**src/rtl/fsyn_pkg.sv**
```systemverilog
package fsyn_pkg;

  localparam int unsigned CODE_W = 6;
  localparam int unsigned WORD_W = 14;
  localparam int unsigned MULT_LSB = 8;

  typedef enum logic [2:0] {
    ST_IDLE,
    ST_LOAD_M,
    ST_WAIT_M,
    ST_LOAD_D,
    ST_WAIT_D,
    ST_FINISH
  } fsyn_state_e;

  function automatic int unsigned max_u(input int unsigned a, input int unsigned b);
    return (a > b) ? a : b;
  endfunction

endpackage

```
**src/rtl/fsyn_divider.sv**
```systemverilog
module fsyn_divider #(
  parameter int unsigned N_W = 26,
  parameter int unsigned D_W = 10,
  parameter int unsigned O_W = 17
) (
  input  logic           clk,
  input  logic           rst_n,
  input  logic           go_i,
  input  logic [N_W-1:0] dividend_i,
  input  logic [D_W-1:0] divisor_i,
  output logic [O_W-1:0] quot_o,
  output logic           ready_o
);

  localparam int unsigned CNT_W = $clog2(N_W + 1);

  logic [N_W-1:0]   quo_q, quo_n;
  logic [D_W-1:0]   rem_q, rem_n;
  logic [D_W-1:0]   dvs_q, dvs_n;
  logic [CNT_W-1:0] cnt_q, cnt_n;
  logic             active_q, active_n;
  logic             ready_q, ready_n;
  logic [D_W:0]     shifted;
  logic [D_W:0]     trial;
  logic             fits;
  logic             upd_en;

  always_comb begin
    shifted = {rem_q, quo_q[N_W-1]};
    trial   = shifted - {1'b0, dvs_q};
    fits    = ~trial[D_W];
    quo_n    = quo_q;
    rem_n    = rem_q;
    dvs_n    = dvs_q;
    cnt_n    = cnt_q;
    active_n = active_q;
    ready_n  = 1'b0;
    if (go_i) begin
      quo_n    = dividend_i;
      rem_n    = '0;
      dvs_n    = divisor_i;
      cnt_n    = CNT_W'(N_W);
      active_n = 1'b1;
    end else if (active_q) begin
      rem_n = fits ? trial[D_W-1:0] : shifted[D_W-1:0];
      quo_n = {quo_q[N_W-2:0], fits};
      cnt_n = cnt_q - CNT_W'(1);
      if (cnt_q == CNT_W'(1)) begin
        active_n = 1'b0;
        ready_n  = 1'b1;
      end
    end
  end

  assign upd_en = go_i | active_q;

  always_ff @(posedge clk or negedge rst_n) begin
    if (!rst_n) begin
      quo_q    <= '0;
      rem_q    <= '0;
      dvs_q    <= '0;
      cnt_q    <= '0;
      active_q <= 1'b0;
      ready_q  <= 1'b0;
    end else begin
      ready_q <= ready_n;
      if (upd_en) begin
        quo_q    <= quo_n;
        rem_q    <= rem_n;
        dvs_q    <= dvs_n;
        cnt_q    <= cnt_n;
        active_q <= active_n;
      end
    end
  end

  assign quot_o  = quo_q[O_W-1:0];
  assign ready_o = ready_q;

endmodule

```
**src/rtl/fsyn_best.sv**
```systemverilog
module fsyn_best
  import fsyn_pkg::*;
#(
  parameter int unsigned Q_W = 17,
  parameter int unsigned T_W = 20
) (
  input  logic              clk,
  input  logic              rst_n,
  input  logic              clear_i,
  input  logic              cand_i,
  input  logic [Q_W-1:0]    rate_i,
  input  logic [T_W-1:0]    target_i,
  input  logic [CODE_W-1:0] mult_i,
  input  logic [CODE_W-1:0] div_i,
  output logic [CODE_W-1:0] best_mult_o,
  output logic [CODE_W-1:0] best_div_o
);

  localparam int unsigned E_W = max_u(Q_W, T_W) + 1;

  logic [E_W-1:0]    rate_x, tgt_x, err;
  logic [E_W-1:0]    berr_q, berr_n;
  logic [CODE_W-1:0] bm_q, bm_n, bd_q, bd_n;
  logic              take;
  logic              upd_en;

  always_comb begin
    rate_x = E_W'(rate_i);
    tgt_x  = E_W'(target_i);
    err    = (rate_x >= tgt_x) ? (rate_x - tgt_x) : (tgt_x - rate_x);
    take   = cand_i && (err <= berr_q);
    berr_n = berr_q;
    bm_n   = bm_q;
    bd_n   = bd_q;
    if (clear_i) begin
      berr_n = '1;
      bm_n   = '0;
      bd_n   = '0;
    end else if (take) begin
      berr_n = err;
      bm_n   = mult_i;
      bd_n   = div_i;
    end
  end

  assign upd_en = clear_i | take;

  always_ff @(posedge clk or negedge rst_n) begin
    if (!rst_n) begin
      berr_q <= '1;
      bm_q   <= '0;
      bd_q   <= '0;
    end else if (upd_en) begin
      berr_q <= berr_n;
      bm_q   <= bm_n;
      bd_q   <= bd_n;
    end
  end

  assign best_mult_o = bm_q;
  assign best_div_o  = bd_q;

endmodule

```
**src/rtl/fsyn_encode.sv**
```systemverilog
module fsyn_encode
  import fsyn_pkg::*;
(
  input  logic [CODE_W-1:0] mult_i,
  input  logic [CODE_W-1:0] div_i,
  output logic [WORD_W-1:0] word_o
);

  localparam int unsigned IN_W = CODE_W + 1;
  localparam logic [IN_W-1:0] LIMIT = IN_W'((1 << CODE_W) - 1);

  logic [IN_W-1:0]   mx, dx, ms, ds;
  logic [CODE_W-1:0] mf, df;

  always_comb begin
    mx = {1'b0, mult_i};
    dx = {1'b0, div_i};
    ms = (mx == '0) ? IN_W'(1) : ((mx > LIMIT) ? LIMIT : mx);
    ds = (dx == '0) ? IN_W'(1) : ((dx > LIMIT) ? LIMIT : dx);
    mf = CODE_W'(ms - IN_W'(1));
    df = CODE_W'(ds - IN_W'(1));
    word_o = '0;
    word_o[MULT_LSB +: CODE_W] = mf;
    word_o[0 +: CODE_W]        = df;
  end

endmodule

```
**src/rtl/fsyn_search.sv**
```systemverilog
module fsyn_search
  import fsyn_pkg::*;
#(
  parameter int unsigned FREF_W    = 20,
  parameter int unsigned TGT_W     = 20,
  parameter int unsigned CODE_MAX  = 63,
  parameter int unsigned SCALE_DIV = 1000
) (
  input  logic              clk,
  input  logic              rst_n,
  input  logic              start_i,
  input  logic [FREF_W-1:0] fref_i,
  input  logic [TGT_W-1:0]  target_i,
  output logic              busy_o,
  output logic              done_o,
  output logic [13:0]       word_o
);

  localparam int unsigned NUM_W = FREF_W + CODE_W;
  localparam int unsigned SD_W  = $clog2(SCALE_DIV + 1);
  localparam int unsigned Q_W   = NUM_W - SD_W + 1;
  localparam logic [CODE_W-1:0] TOP_CODE = CODE_W'(CODE_MAX);
  localparam logic [CODE_W-1:0] ONE_CODE = CODE_W'(1);

  fsyn_state_e       state_q, state_n;
  logic [FREF_W-1:0] fref_q, fref_n;
  logic [TGT_W-1:0]  tgt_q, tgt_n;
  logic [CODE_W-1:0] m_q, m_n, d_q, d_n;
  logic [Q_W-1:0]    scaled_q, scaled_n;
  logic [WORD_W-1:0] word_q, enc_word;
  logic              done_q;

  logic              scale_go, scale_rdy;
  logic [Q_W-1:0]    scale_quot;
  logic              rate_go, rate_rdy;
  logic [Q_W-1:0]    rate_quot;
  logic              clear_best, cand;
  logic [CODE_W-1:0] best_m, best_d;
  logic [NUM_W-1:0]  product;
  logic              word_en;
  logic              ctl_en;

  assign product = NUM_W'(m_q) * NUM_W'(fref_q);

  fsyn_divider #(.N_W(NUM_W), .D_W(SD_W), .O_W(Q_W)) u_div_scale (
    .clk        (clk),
    .rst_n      (rst_n),
    .go_i       (scale_go),
    .dividend_i (product),
    .divisor_i  (SD_W'(SCALE_DIV)),
    .quot_o     (scale_quot),
    .ready_o    (scale_rdy)
  );

  fsyn_divider #(.N_W(Q_W), .D_W(CODE_W), .O_W(Q_W)) u_div_rate (
    .clk        (clk),
    .rst_n      (rst_n),
    .go_i       (rate_go),
    .dividend_i (scaled_q),
    .divisor_i  (d_q),
    .quot_o     (rate_quot),
    .ready_o    (rate_rdy)
  );

  fsyn_best #(.Q_W(Q_W), .T_W(TGT_W)) u_best (
    .clk         (clk),
    .rst_n       (rst_n),
    .clear_i     (clear_best),
    .cand_i      (cand),
    .rate_i      (rate_quot),
    .target_i    (tgt_q),
    .mult_i      (m_q),
    .div_i       (d_q),
    .best_mult_o (best_m),
    .best_div_o  (best_d)
  );

  fsyn_encode u_enc (
    .mult_i (best_m),
    .div_i  (best_d),
    .word_o (enc_word)
  );

  always_comb begin
    state_n    = state_q;
    fref_n     = fref_q;
    tgt_n      = tgt_q;
    m_n        = m_q;
    d_n        = d_q;
    scaled_n   = scaled_q;
    scale_go   = 1'b0;
    rate_go    = 1'b0;
    clear_best = 1'b0;
    cand       = 1'b0;
    word_en    = 1'b0;
    unique case (state_q)
      ST_IDLE: begin
        if (start_i) begin
          fref_n     = fref_i;
          tgt_n      = target_i;
          m_n        = TOP_CODE;
          clear_best = 1'b1;
          state_n    = ST_LOAD_M;
        end
      end
      ST_LOAD_M: begin
        scale_go = 1'b1;
        state_n  = ST_WAIT_M;
      end
      ST_WAIT_M: begin
        if (scale_rdy) begin
          scaled_n = scale_quot;
          d_n      = TOP_CODE;
          state_n  = ST_LOAD_D;
        end
      end
      ST_LOAD_D: begin
        rate_go = 1'b1;
        state_n = ST_WAIT_D;
      end
      ST_WAIT_D: begin
        if (rate_rdy) begin
          cand = 1'b1;
          if (d_q == ONE_CODE) begin
            if (m_q == ONE_CODE) begin
              state_n = ST_FINISH;
            end else begin
              m_n     = m_q - ONE_CODE;
              state_n = ST_LOAD_M;
            end
          end else begin
            d_n     = d_q - ONE_CODE;
            state_n = ST_LOAD_D;
          end
        end
      end
      ST_FINISH: begin
        word_en = 1'b1;
        state_n = ST_IDLE;
      end
      default: state_n = ST_IDLE;
    endcase
  end

  assign ctl_en = (state_q != ST_IDLE) || start_i;

  always_ff @(posedge clk or negedge rst_n) begin
    if (!rst_n) begin
      state_q  <= ST_IDLE;
      fref_q   <= '0;
      tgt_q    <= '0;
      m_q      <= '0;
      d_q      <= '0;
      scaled_q <= '0;
    end else if (ctl_en) begin
      state_q  <= state_n;
      fref_q   <= fref_n;
      tgt_q    <= tgt_n;
      m_q      <= m_n;
      d_q      <= d_n;
      scaled_q <= scaled_n;
    end
  end

  always_ff @(posedge clk or negedge rst_n) begin
    if (!rst_n) begin
      word_q <= '0;
      done_q <= 1'b0;
    end else begin
      done_q <= word_en;
      if (word_en) begin
        word_q <= enc_word;
      end
    end
  end

  assign busy_o = (state_q != ST_IDLE);
  assign done_o = done_q;
  assign word_o = word_q;

endmodule

```
**config.mk**
```make
export PLATFORM = sky130hd
export DESIGN_NAME = fsyn_search
export DESIGN_NICKNAME = d
export VERILOG_FILES = /design/src/rtl/fsyn_pkg.sv /design/src/rtl/fsyn_divider.sv /design/src/rtl/fsyn_best.sv /design/src/rtl/fsyn_encode.sv /design/src/rtl/fsyn_search.sv
export SDC_FILE = /design/constraint.sdc
export NUM_CORES = 1
export LEC_CHECK = 0
export ABC_CLOCK_PERIOD_IN_PS = 6700
export BUFFER_PORTS_ARGS = -buffer_cell sky130_fd_sc_hd__buf_2
export CELL_PAD_IN_SITES_DETAIL_PLACEMENT = 1
export CELL_PAD_IN_SITES_GLOBAL_PLACEMENT = 2
export CORE_ASPECT_RATIO = 1.2
export CORE_MARGIN = 1
export CORE_UTILIZATION = 43
export CTS_BUF_LIST = sky130_fd_sc_hd__clkbuf_16
export CTS_CLUSTER_DIAMETER = 60
export DETAILED_ROUTE_END_ITERATION = 12
export HOLD_SLACK_MARGIN = 0.1
export PLACE_DENSITY_LB_ADDON = 0.25
export RECOVER_POWER = 25
export SYNTH_ARGS = -nofsm -noshare
export SYNTH_HDL_FRONTEND = slang
export SYNTH_SLANG_ARGS = --single-unit
```
**constraint.sdc**
```tcl
create_clock -name clk -period 6.7 [get_ports clk]
set_input_delay 0.67 -clock clk [delete_from_list [all_inputs] [get_ports clk]]
set_output_delay 0.67 -clock clk [all_outputs]
set_load 0.005 [all_outputs]
```
### Word-level counts from Yosys, hierarchy flattened

Index checks and enable logic that the tools add are counted.

| word-level totals | value |
|---|---|
| word-level logic and storage cells | 134 |
| register bits after elaboration | 198 |
| memories | 0 |
| bits of input ports | 43 |
| output and inout port bits | 16 |
| bits in read-only memories | 0 |
| latch bits | 0 |
| bits in writable memories | 0 |

| cells by class | value |
|---|---|
| equal/unequal tests | 15 |
| div/mod/pow operators | 0 |
| magnitude comparators | 2 |
| multipliers | 1 |
| muxes and demuxes | 57 |
| bitwise operators | 5 |
| add/subtract/negate cells | 10 |
| shift-type cells | 0 |
| reductions and logical operators | 21 |

Operators with widths:

| kind | count |
|---|---|
| $mux W6 | 16 |
| $mux W21 | 3 |
| $mux W26 | 2 |
| $mux W17 | 2 |
| $mux W10 | 3 |
| $mul A6 B20 Y26 | 1 |
| $pmux W6 S2 | 2 |
| $sub A6 B1 Y6 const B | 4 |
| $le A21 B21 Y1 | 1 |
| $sub A17 B20 Y21 | 1 |
| $sub A20 B17 Y21 | 1 |
| $ge A17 B20 Y1 | 1 |
| $mux W5 | 4 |
| $mux W1 | 19 |
| $mux W3 | 5 |
| $pmux W3 S5 | 1 |
| $eq A6 B1 Y1 const B | 2 |
| $logic_not A6 Y1 | 2 |
| $sub A11 B10 Y11 | 1 |
| $eq A5 B1 Y1 const B | 2 |
| $reduce_and A2 Y1 | 5 |
| $reduce_bool A2 Y1 | 5 |
| $sub A5 B1 Y5 const B | 2 |
| $ne A2 B2 Y1 const B | 4 |
| other kinds (15) | 22 |

### Depth between registers and ports, before layout

Gate-level depths: netlist of run 1.

| depth | value |
|---|---|
| depth after elaboration | 6 |
| depth in mapped cells | 23 |

### By module

From an unflattened synthesis of run 1, not the netlist that was laid out.

| second synthesis, totals | value |
|---|---|
| cells, all modules | 1857 |
| area total of the unflattened synthesis | 16522.1 um2 |

Modules (own cells, without submodules):

| module | cells an instance | area each (um2) | times used | seq. area each (um2) |
|---|---|---|---|---|
| fsyn_search | 829 | 7254.5 | 1 | 2177.1 |
| fsyn_best | 480 | 4022.6 | 1 | 852.1 |
| fsyn_divider at u_div_scale | 327 | 3125.5 | 1 | 1326.3 |
| fsyn_divider at u_div_rate | 190 | 1915.6 | 1 | 900.9 |
| fsyn_encode | 31 | 203.9 | 1 | 0.0 |

### Worst setup path before layout of run 1

Ideal clock, no wire load.

| path | value |
|---|---|
| path type | flip-flop to flip-flop |
| start | reg m_q[2] |
| end | reg u_div_scale.quo_q[23] |
| arrival | 4371 ps |
| cell stages (with the launch flop) | 16 |
| setup slack | 2209 ps |
| clock period less this slack | 4491 ps |
| path buffers | 2 |
| path through | dfrtp_1 > clkbuf_1 > clkbuf_1 > nand2_1 > fa_1 > inv_1 > fa_1 > fa_1 > ha_1 > a21oi_1 > o21ai_1 > a311o_1 > o31a_1 > o21a_1 > or3_1 > a31o_1 |

| on the way | value |
|---|---|
| word-level cells in the longest chain between the ends | 2 |

RTL lines:

| what | line | RTL |
|---|---|---|
| start, declared | fsyn_search.sv:28 | `logic [CODE_W-1:0] m_q, m_n, d_q, d_n;` |
| start signal, assigned | fsyn_search.sv:159 | `m_q <= m_n;` |
| $mul A6 B20 Y26 | fsyn_search.sv:43 | `assign product = NUM_W'(m_q) * NUM_W'(fref_q);` |
| $mux W26 | fsyn_divider.sv:38 | `if (go_i) begin` |
| end signal, assigned | fsyn_divider.sv:68 | `quo_q <= quo_n;` |
| end, declared | fsyn_divider.sv:17 | `logic [N_W-1:0] quo_q, quo_n;` |

No other way between the ends.
A chain may end at the register's enable or synchronous reset.

### Worst setup path in the final report of run 1

| path | value |
|---|---|
| start | reg u_div_rate.quo_q[5] (netlist: u_div_rate.quot_o[5]) |
| end | reg u_best.bm_q[2] (netlist: u_best.best_mult_o[2]) |

| on the way | value |
|---|---|
| word-level cells in the longest chain between the ends | 6 |
| elaborated cells between the ends (all ways) | 9 |
| classes of those cells | add/sub (2); order compare (2); mux (1); bitwise (1); reduce/logical (3) |

RTL lines:

| what | line | RTL |
|---|---|---|
| start, declared | fsyn_divider.sv:17 |  |
| start signal, assigned | fsyn_divider.sv:68 |  |
| $sub A20 B17 Y21 (tied with other cells) | fsyn_best.sv:30 | `err = (rate_x >= tgt_x) ? (rate_x - tgt_x) : (tgt_x - rate_x);` |
| $mux W21 * | fsyn_best.sv:30 |  |
| $le A21 B21 Y1 * | fsyn_best.sv:31 | `take = cand_i && (err <= berr_q);` |
| $logic_and A1 B1 Y1 * | fsyn_best.sv:31 |  |
| $reduce_bool A2 Y1 (no line) / $or A1 B1 Y1 (equally long branches) | - |  |
| $reduce_and A2 Y1 (no line) * | - |  |
| end signal, assigned | fsyn_best.sv:55 | `bm_q <= bm_n;` |
| end, declared | fsyn_best.sv:23 | `logic [CODE_W-1:0] bm_q, bm_n, bd_q, bd_n;` |

Mark *: on every way between the ends. The rest lies on a longest branch, timed or not.

==> results of run 1 <==
[cells in the final DEF (no fill, tap or decap), types with 10 or more instances in the layout]
master,netlist,routed
sky130_fd_sc_hd__buf_2,9,46
sky130_fd_sc_hd__clkbuf_1,60,12
sky130_fd_sc_hd__o21bai_1,14,14
sky130_fd_sc_hd__a211oi_1,11,11
sky130_fd_sc_hd__and2_1,28,27
sky130_fd_sc_hd__o21a_1,17,17
sky130_fd_sc_hd__nor3_1,19,19
sky130_fd_sc_hd__o21ai_1,16,16
sky130_fd_sc_hd__xnor2_1,44,44
sky130_fd_sc_hd__fa_1,76,76
sky130_fd_sc_hd__nor2_1,77,77
sky130_fd_sc_hd__nand2_1,348,348
sky130_fd_sc_hd__mux2i_1,71,71
sky130_fd_sc_hd__o21ai_0,109,109
sky130_fd_sc_hd__nand3_1,34,34
sky130_fd_sc_hd__a21oi_1,80,80
sky130_fd_sc_hd__dfstp_2,21,21
sky130_fd_sc_hd__or3_1,10,10
sky130_fd_sc_hd__xor2_1,17,17
sky130_fd_sc_hd__nand2b_1,11,11
sky130_fd_sc_hd__ha_1,112,112
sky130_fd_sc_hd__a21o_1,25,25
sky130_fd_sc_hd__dfrtp_1,177,176
sky130_fd_sc_hd__inv_1,182,182
sky130_fd_sc_hd__clkbuf_16,0,17
[registers in the layout (all words and copies together) (netlist names), 10 cells and up]
| name | count |
|---|---|
| u_div_scale.rem_q | 10 |
| scaled_q | 17 |
| u_best.berr_q | 21 |
| word_o | 12 |
| u_div_scale.quo_q | 26 |
| fref_q | 20 |
| u_div_rate.quot_o | 17 |
| tgt_q | 20 |
[worst paths after layout]
path	startpoint	to	slack, ns
hold reg to reg	scaled_q[15]	scaled_q[15]	0.48
setup / recovery	u_div_rate.quot_o[5]	u_best.best_mult_o[2]	1.09
setup reg to reg	u_div_rate.quot_o[5]	u_best.best_mult_o[2]	1.09
hold / removal	fref_i[15]	fref_q[15]	0.38
min in group asynchronous	rst_n	tgt_q[8]	2.05
max in group asynchronous	rst_n	tgt_q[19]	1.77
[critical path, stage by stage (launching register included)]
cell	delay, ns
sky130_fd_sc_hd__dfrtp_1	0.43
sky130_fd_sc_hd__ha_1	0.50
sky130_fd_sc_hd__and4_4	0.31
sky130_fd_sc_hd__o2111ai_1	0.12
sky130_fd_sc_hd__nand3_1	0.14
sky130_fd_sc_hd__nand2b_1	0.10
sky130_fd_sc_hd__a21oi_2	0.61
sky130_fd_sc_hd__buf_4	0.30
sky130_fd_sc_hd__mux2i_1	0.23
sky130_fd_sc_hd__xor2_1	0.32
sky130_fd_sc_hd__ha_1	0.33
sky130_fd_sc_hd__a21oi_1	0.16
sky130_fd_sc_hd__nor2_1	0.07
sky130_fd_sc_hd__a2111oi_0	0.40
sky130_fd_sc_hd__a21oi_1	0.21
sky130_fd_sc_hd__o31ai_4	0.88
sky130_fd_sc_hd__mux2i_1	0.27
sky130_fd_sc_hd__nor2_1	0.07
[cell families after synthesis]
group	after synthesis	share of synthesized area
flops	198	0.333
buf+inv	266	0.0715
other cells	1	0.000250
simple gates	578	0.171
compound gates	331	0.138
mux	81	0.0550
xor+xnor	62	0.0368
fa+ha+maj	188	0.195
[cells in the mapped netlist, types with 10 or more instances]
| cell | number | share of area |
|---|---|---|
| sky130_fd_sc_hd__o21a_1 | 17 | 0.0085 |
| sky130_fd_sc_hd__mux2i_1 | 71 | 0.047 |
| sky130_fd_sc_hd__fa_1 | 76 | 0.10 |
| sky130_fd_sc_hd__nor2_1 | 77 | 0.019 |
| sky130_fd_sc_hd__o21bai_1 | 14 | 0.0070 |
| sky130_fd_sc_hd__ha_1 | 112 | 0.094 |
| sky130_fd_sc_hd__nand3_1 | 34 | 0.011 |
| sky130_fd_sc_hd__o21ai_0 | 109 | 0.036 |
| sky130_fd_sc_hd__nand2b_1 | 11 | 0.0046 |
| sky130_fd_sc_hd__xnor2_1 | 44 | 0.026 |
| sky130_fd_sc_hd__o21ai_1 | 16 | 0.0053 |
| sky130_fd_sc_hd__a21oi_1 | 80 | 0.027 |
| sky130_fd_sc_hd__clkbuf_1 | 60 | 0.015 |
| sky130_fd_sc_hd__or3_1 | 10 | 0.0042 |
| sky130_fd_sc_hd__xor2_1 | 17 | 0.0099 |
| sky130_fd_sc_hd__and2_1 | 28 | 0.012 |
| sky130_fd_sc_hd__a21o_1 | 25 | 0.013 |
| sky130_fd_sc_hd__inv_1 | 182 | 0.046 |
| sky130_fd_sc_hd__dfstp_2 | 21 | 0.037 |
| sky130_fd_sc_hd__nand2_1 | 348 | 0.087 |
| sky130_fd_sc_hd__nor3_1 | 19 | 0.0064 |
| sky130_fd_sc_hd__dfrtp_1 | 177 | 0.30 |
| sky130_fd_sc_hd__a211oi_1 | 11 | 0.0055 |
| sky130_fd_sc_hd__and3_1 | 10 | 0.0042 |
[per-stage QoR]
| stage | hold slack (ns) | instance area [µm²] | setup slack, ns | cells |
|---|---|---|---|---|
| after floorplan | 0.374 | 15000 | 2.21 | 1706 |
| after global placement | 0.460 | 15500 | 1.23 | 2145 |
| after detailed placement | 0.463 | 15500 | 1.15 | 2145 |
| after CTS | 0.273 | 16100 | 1.09 | 2177 |
| after global routing | 0.382 | 16100 | 0.500 | 2177 |
| final | 0.382 | 16100 | 1.09 | 2177 |
[cell type report]
cell class | instances | area, µm²
repair buffers | 66 | 335
clock inverters | 15 | 136
flip-flops and latches | 198 | 4980
fillers | 4076 | 18100
well taps | 456 | 571
inverters | 183 | 687
multi-input cells | 1242 | 8940
clock buffers | 17 | 425
[layer usage]
metal | track usage | wire [µm] | vias to the layer above
met5 | 0 | 0 | -
met4 | 0.0853 | 1090 | 0
met3 | 0.0266 | 612 | 56
met2 | 0.462 | 21900 | 81
met1 | 0.261 | 15800 | 5896
li1 | - | - | 5625
==> flow_summary.ini, run 1 <==
[status]
violations = capacitance limit, slew limit
status = finished, violations left

[timing]
finalWorstPathRequiredPeriod_ns = 5.61
finalHoldViolations = 0
grt_setup_unrepaired = no
worst_case_clock_skew_ns = 0.0168
maxSlewViolCount = 138
setup_violations = 0
slew_headroom = -2.41
timing.final.crit_share = 0.838
worst_pin_slew_ns = 5.11
fmax_mhz = 178
setup_tns_ns = 0

[yosys]
synthesized_cell_area_um2 = 15000
synthCells = 1705
synthesis_stage_register_bit_count = 198
synth_cell_types = 77
yosys_warnings = 0
synthFlopType = sky130_fd_sc_hd__dfrtp_1
number_of_flops_mapped_to_enable_cells_by_yosys = 0
avgSynthCellArea_um2 = 8.78
portion_of_the_post_synthesis_area_used_by_sequential_elements = 0.333
asyncSetResetFlopFracSynth = 1.00

[critical_path]
cp.arrival_ns = 5.93
start_kind = flip-flop
path_class = flip-flop to flip-flop
timing.critical_path.to_type = flip-flop
cell_count_of_the_worst_reg_to_reg_path = 17
critPathMaxFanout = 22
timing.critical_path.required_ns = 7.02

[finish]
postLayoutCoreUtil = 0.471
layout-drive-gt1-share = 0.0819
nets = 1939
area_growth_syn_to_layout_pct = 7.38
antennaDiodeCount = 0

[clock_network]
worst_setup_hold_path_clk_slew_ns = 0.08
ctsResizeCount = 0
cts_buffer_depth = 2
tritoncts = built
postCtsHoldBufs = 0
worstSkewPairLatency_ns = 0.48
cts_max_level = 4
cts.repair_timing.setup_buffer_count = 0
cts_root_buf = sky130_fd_sc_hd__clkbuf_16
clkSinkCount = 198
cts_buffers = 17

[route]
wl_per_cell_um = 18.1
post-route-drc-count = 0
post_drt_via_cell_ratio = 5.36
vias = 11700
antenna_violating_nets_post_route = 0
finalWirelength_um = 39500
drt_iter0_markers = 356
dr.pass1.iters = 4

[worst_hold_path]
min_delay_path_depth = 3
hp-class = primary input to flip-flop

[placed_design]
dp_hpwl_um = 30200
place_congestion = 0.867
port_buffers = 56

[grt]
grt_first_pass_wirelength_um = 65300
remaining_global_route_overflow = 0
antenna_violations_before_repair = 0
first_global_vias = 12700
largest_net_degree_at_the_start_of_global_routing = 88
global_route.usage.total = 0.238

[die]
starting_density_of_the_core = 0.438
chipHeight_um = 206
dieArea_um2 = 35600
fp-row-count = 74
die_x_um = 172
top_level_ports = 59
design.core.area_um2 = 34200

[run]
max_cap_check_violation_count = 2
Power of run 1 is not shown: default switching activity piles up to over one toggle a cycle in this logic, so the estimate is an artifact.
==> inputs of run 2 (changes only) <==
- ABC_AREA: not set -> 1
- ABC_CLOCK_PERIOD_IN_PS: 6700 -> 5750
- CORE_UTILIZATION: 43 -> 38
- clock period: 6.7 -> 5.75 ns (I/O delays scaled with it)
==> run 2 against run 1 <==
Against the previous run:
- the flow still finishes with violations (capacitance limit, slew limit)
- global-route usage down 1.5 points
- final area is 6.3% higher
- register-to-register slack improved by 0.02 ns
- worst setup slack improved by 0.024 ns
- cell count increased by 23%
- area after synthesis rose by 6.0%
- utilization down 5.3 points
- via count is 15% higher
- critical path type unchanged
- largest cell class unchanged
- highest routed layer unchanged
==> flow_summary.ini, run 2 <==
[status]
status = finished, violations left
violations = capacitance limit, slew limit

[die]
chipHeight_um = 226
dieArea_um2 = 42600
starting_density_of_the_core = 0.388
top_level_ports = 59
die_x_um = 189
fp-row-count = 81
design.core.area_um2 = 40900

[timing]
finalWorstPathRequiredPeriod_ns = 4.64
worst_pin_slew_ns = 3.09
worst_case_clock_skew_ns = 0.0117
maxSlewViolCount = 54
fmax_mhz = 216
whs_ns = 0.326
grt_setup_unrepaired = no
slew_headroom = -1.06
finalHoldViolations = 0
timing.final.crit_share = 0.807
setup_tns_ns = 0
setup_violations = 0

[grt]
antenna_violations_before_repair = 0
remaining_global_route_overflow = 0
groute.layer.met3.usage = 0.0250
first_global_vias = 14700
grt_util_met2 = 0.421
top_usage_layer = met2
grtUsageMet1 = 0.262
largest_net_degree_at_the_start_of_global_routing = 146
global_route.usage.total = 0.223
grt_first_pass_wirelength_um = 75300

[yosys]
avgSynthCellArea_um2 = 7.58
synthesized_cell_area_um2 = 15900
synthTopCellsByArea = sky130_fd_sc_hd__dfrtp_1 28%, sky130_fd_sc_hd__nand2_1 14%, sky130_fd_sc_hd__fa_1 9.6%
yosys-top-cells-count = 611 x sky130_fd_sc_hd__nand2_1, 346 x sky130_fd_sc_hd__inv_1, 177 x sky130_fd_sc_hd__dfrtp_1
asyncSetResetFlopFracSynth = 1.00
synth.most_common_cell = sky130_fd_sc_hd__nand2_1
synth_top_area_share = 0.279
synth_cell_types = 50
number_of_flops_mapped_to_enable_cells_by_yosys = 0
synthesis_stage_register_bit_count = 198
synthFlopType = sky130_fd_sc_hd__dfrtp_1
portion_of_the_post_synthesis_area_used_by_sequential_elements = 0.314
synth_area_leader_cell = sky130_fd_sc_hd__dfrtp_1
synthCells = 2094
yosys_warnings = 0

[worst_hold_path]
min_delay_path_depth = 2
hp-class = primary input to flip-flop

[finish]
final_cell_area_um2 = 17100
max_flop_register = u_div_scale.quo_q
antennaDiodeCount = 0
area_growth_syn_to_layout_pct = 7.72
largest_register_ffs = 26
layout-drive-gt1-share = 0.100
most-common-layout-cells = 613 x sky130_fd_sc_hd__nand2_1, 350 x sky130_fd_sc_hd__inv_1, 177 x sky130_fd_sc_hd__dfrtp_1, 121 x sky130_fd_sc_hd__nand3_1, 112 x sky130_fd_sc_hd__ha_1
top_regs = u_div_scale.quo_q (26), u_best.berr_q (21)
postLayoutCoreUtil = 0.418
nets = 2346
final_common_cell = sky130_fd_sc_hd__nand2_1

[clock_network]
cts_root_buf = sky130_fd_sc_hd__clkbuf_16
worstSkewPairLatency_ns = 0.48
cts.repair_timing.setup_buffer_count = 0
worst_setup_hold_path_clk_slew_ns = 0.07
clkSinkCount = 198
cts_max_level = 4
postCtsHoldBufs = 1
cts_buffers = 17
tritoncts = built
cts_buffer_depth = 2
ctsResizeCount = 0

[critical_path]
critPathSlowestCell = sky130_fd_sc_hd__dfrtp_1
path_class = flip-flop to flip-flop
timing.critical_path.mode_cell = sky130_fd_sc_hd__nand2_1
timing.critical_path.to_type = flip-flop
timing.critical_path.required_ns = 6.10
levels_on_crit_path = 17
critPathTopFamily = adder cells
start_kind = flip-flop
cell_count_of_the_worst_reg_to_reg_path = 17
cp.arrival_ns = 4.99
crit_path_buffers_inverters = 2
slowest_delay_ns = 0.98
critPathMaxFanout = 24
cell_by_cell_trace_of_the_critical_path = nand2_1 -> fa_1 -> fa_1 -> fa_1 -> inv_1 -> ha_1 -> inv_1 -> o21ai_0 -> nand2_1 -> nand2_1 -> nand2_1 -> nand2_1 -> nand2_1 -> nand2_1 -> nand2_1 -> nand3_1 -> nand2_1

[route]
vias = 13400
finalWirelength_um = 44400
wl_per_cell_um = 16.7
drt_iter0_markers = 532
dr.pass1.iters = 5
post_drt_via_cell_ratio = 5.02
post-route-drc-count = 0
antenna_violating_nets_post_route = 0

[placed_design]
place_area_um2 = 16600
place_congestion = 0.877
dp_hpwl_um = 35000
port_buffers = 56

[run]
max_cap_check_violation_count = 1
[run 2: cell count changes in the layout (fill, tap and decap cells not counted), sizes merged, moves of 13 or more]
cell and delta:
nand2 +294, inv +177, nand3 +108, mux2i -71, xnor2 -36, nor2 +35, and2 -27, o221ai +25
a21o -23, o21a -15, a21oi +14, o21ai -13, o22ai +13
[run 2: worst reg2reg max path, cell delays in order, from the launching register on]
cell	delay [ns]
sky130_fd_sc_hd__dfrtp_1	0.98
sky130_fd_sc_hd__nand2_1	0.17
sky130_fd_sc_hd__fa_1	0.54
sky130_fd_sc_hd__fa_1	0.52
sky130_fd_sc_hd__fa_1	0.55
sky130_fd_sc_hd__inv_1	0.04
sky130_fd_sc_hd__ha_1	0.32
sky130_fd_sc_hd__inv_1	0.05
sky130_fd_sc_hd__o21ai_0	0.47
sky130_fd_sc_hd__nand2_1	0.10
sky130_fd_sc_hd__nand2_1	0.15
sky130_fd_sc_hd__nand2_1	0.07
sky130_fd_sc_hd__nand2_1	0.16
sky130_fd_sc_hd__nand2_1	0.11
sky130_fd_sc_hd__nand2_1	0.07
sky130_fd_sc_hd__nand2_1	0.05
sky130_fd_sc_hd__nand3_1	0.10
sky130_fd_sc_hd__nand2_1	0.07
[run 2: per-stage QoR]
step	std cells	setup slack [ns]
after global routing	2667	0.653
final	2667	1.11
after global placement	2634	1.15
after CTS	2667	1.07
after floorplan	2095	1.99
after detailed placement	2634	1.09
[run 2: kinds of logic after synthesis]
logic type,after synthesis,share of synthesized area
buffers and inverters,427,0.107
other,1,0.000236
multiplexers,21,0.0149
XOR/XNOR,35,0.0193
flip-flops,198,0.314
AND/OR/NAND/NOR,944,0.260
adder cells (fa/ha/maj),188,0.184
AO/OA/AOI/OAI,280,0.100
[run 2: final cells by class]
type	instances	area, µm²
Clock buffer	17	425
Clock inverter	15	126
Fill cell	5151	23800
Inverter	361	1360
Multi-Input combinational cell	1470	9170
Sequential cell	198	4980
Tap cell	539	674
Timing Repair Buffer	67	359
[run 2: final timing paths]
| path | startpoint | to | slack, ns |
|---|---|---|---|
| worst max register to register | m_q[4] | u_div_scale.quo_q[20] | 1.11 |
| min in group asynchronous | rst_n | word_o[4] | 1.68 |
| worst min register to register | u_div_rate.dvs_q[4] | u_div_rate.dvs_q[4] | 0.49 |
| max in group asynchronous | rst_n | tgt_q[10] | 2.16 |
| worst min-delay path | fref_i[17] | fref_q[17] | 0.33 |
| worst max-delay path | m_q[4] | u_div_scale.quo_q[20] | 1.11 |
[run 2: per-layer routing]
metal	routed length [µm]	up-vias
li1	-	6632
met1	19100	6603
met2	23700	119
met3	768	47
met4	836	0
met5	0	-
Power of run 2 is left out for the same reason.
==> inputs of run 3 (changes only) <==
- ABC_CLOCK_PERIOD_IN_PS: 5750 -> 4100
- CORE_UTILIZATION: 38 -> 34
- clock period: 5.75 -> 4.1 ns (I/O delays scaled with it)
==> run 3 against run 2 <==
Against the previous run:
- the run still ends with capacitance limit, slew limit left
- die area increased by 12%
- worst setup slack got worse by 0.92 ns
- routed wire length increased by 1.8%
- first-iteration DRC count decreased by 7.5%
==> flow_summary.ini, run 3 (synthesized netlist as in run 2, its figures left out) <==
[status]
status = finished, violations left
violations = capacitance limit, slew limit

[die]
top_level_ports = 59
die_x_um = 199
dieArea_um2 = 47500
fp-row-count = 86
starting_density_of_the_core = 0.345
design.core.area_um2 = 45900
chipHeight_um = 239

[critical_path]
critPathSlowestCell = sky130_fd_sc_hd__fa_1
timing.rr.end = u_div_scale.quo_q[16]
timing.critical_path.required_ns = 4.47
r2r-start = m_q[5]
cell_by_cell_trace_of_the_critical_path = buf_8 -> nand2_1 -> fa_1 -> inv_1 -> fa_1 -> fa_1 -> ha_4 -> buf_4 -> nand2_2 -> o21ai_1 -> a21oi_1 -> nand2_1 -> or2_2 -> nand3_1 -> nand3_1
slowest_delay_ns = 0.62
timing.critical_path.to_type = flip-flop
cell_count_of_the_worst_reg_to_reg_path = 15
critPathMaxFanout = 13
path_class = flip-flop to flip-flop
regToRegSetupSlack_ns = 0.19
cp.arrival_ns = 4.28
timing.critical_path.mode_cell = sky130_fd_sc_hd__fa_1
start_kind = flip-flop

[route]
met1_layer_wirelength_in_the_final_routing_um = 19200
finalWirelength_um = 45200
post_drt_via_cell_ratio = 4.85
dr.pass1.iters = 5
wl_per_cell_um = 16.2
wl_met3_um = 702
vias = 13600
top_layer = met4
post-route-drc-count = 0
antenna_violating_nets_post_route = 0
wl_met2_um = 24400
drt_iter0_markers = 492

[worst_hold_path]
hold_end = fref_q[2]
hp-class = primary input to flip-flop
worstHoldStart = fref_i[2]
min_delay_path_depth = 2

[grt]
global_route.usage.total = 0.204
first_global_vias = 14900
remaining_global_route_overflow = 0
grt_first_pass_wirelength_um = 75900
antenna_violations_before_repair = 0
largest_net_degree_at_the_start_of_global_routing = 120

[clock_network]
cts_max_level = 4
cts_buffer_depth = 2
clkSinkCount = 198
worst_setup_hold_path_clk_slew_ns = 0.08
tritoncts = built
worstSkewPairLatency_ns = 0.48
cts_root_buf = sky130_fd_sc_hd__clkbuf_16
cts_buffers = 17

[finish]
final_common_cell = sky130_fd_sc_hd__nand2_1
postLayoutCoreUtil = 0.390
area_growth_syn_to_layout_pct = 12.8
most-common-layout-cells = 603 x sky130_fd_sc_hd__nand2_1, 348 x sky130_fd_sc_hd__inv_1, 169 x sky130_fd_sc_hd__dfrtp_1, 121 x sky130_fd_sc_hd__nand3_1, 98 x sky130_fd_sc_hd__ha_1
fillerInstances = 5647
max_flop_register = u_div_scale.quo_q
antennaDiodeCount = 0
stdcell_count = 2799
nets = 2401
layout-drive-gt1-share = 0.153
largest_register_ffs = 26
top_regs = u_div_scale.quo_q (26), u_best.berr_q (21)

[placed_design]
place_congestion = 0.852
detailedPlace.worstSlack_ns = -0.0859
port_buffers = 56
dp_hpwl_um = 36300
dpl.cell_count = 2756

[timing]
finalHoldViolations = 0
whs_ns = 0.151
fmax_mhz = 256
slew_headroom = -0.723
grt_setup_unrepaired = yes
timing.final.crit_share = 0.954
maxSlewViolCount = 94
worst_pin_slew_ns = 2.58
finalWorstPathRequiredPeriod_ns = 3.91
worst_case_clock_skew_ns = 0.0107
setup_slack_ns = 0.189
setup_violations = 0

[run]
max_cap_check_violation_count = 1
run 3: worst max-delay path, delay by kind of cell (launching register included):
family / cells / cell delay (ns)
buf+inv: 3 / 0.37
simple gates: 6 / 0.77
fa+ha+maj: 4 / 1.91
compound gates: 2 / 0.25
flops: 1 / 0.48
run 3: how the worst max path moves through the flow:
stage                                        to    from  slack, ns  depth (start not counted)
after global placement    u_div_scale.quo_q[14]  m_q[5]      -0.05                         18
after global routing      u_div_scale.quo_q[14]  m_q[5]      -0.04                         18
after CTS                 u_div_scale.quo_q[16]  m_q[5]      0.002                         14
final                     u_div_scale.quo_q[16]  m_q[5]       0.19                         15
after detailed placement  u_div_scale.quo_q[14]  m_q[5]      -0.09                         14
after floorplan           u_div_scale.quo_q[16]  m_q[4]       0.34                         16
run 3: cell type report:
cell class              instances  area [µm²]  share of cell area
inverters                     361        1360              0.0757
clock buffers                  17         425              0.0238
flip-flops and latches        198        4990               0.279
repair buffers                122         856              0.0478
well taps                     616         771              0.0430
clock inverters                15         143             0.00797
multi-input cells            1470        9370               0.523
run 3: metal layers:
metal,track usage,up-vias
met3,0.0309,52
met2,0.381,87
met4,0.0601,0
li1,-,6750
met5,0,-
met1,0.235,6695
run 3: stage by stage:
step                setup TNS, ns  cell area (µm²)
detailed placement         -0.154            17000
CTS                             0            17600
finish                          0            17900
global placement          -0.0495            17000
floorplan                       0            15900
global route               -0.166            17900
run 3: repair_timing:
item,4_1_cts,5_1_grt
buffers inserted,0,10
gates resized for setup,5,61
hold buffers,1,0
hold endpoints to repair,87,0
pin swaps,0,6
setup endpoints to repair,5,47
Power of run 3 is left out for the same reason.
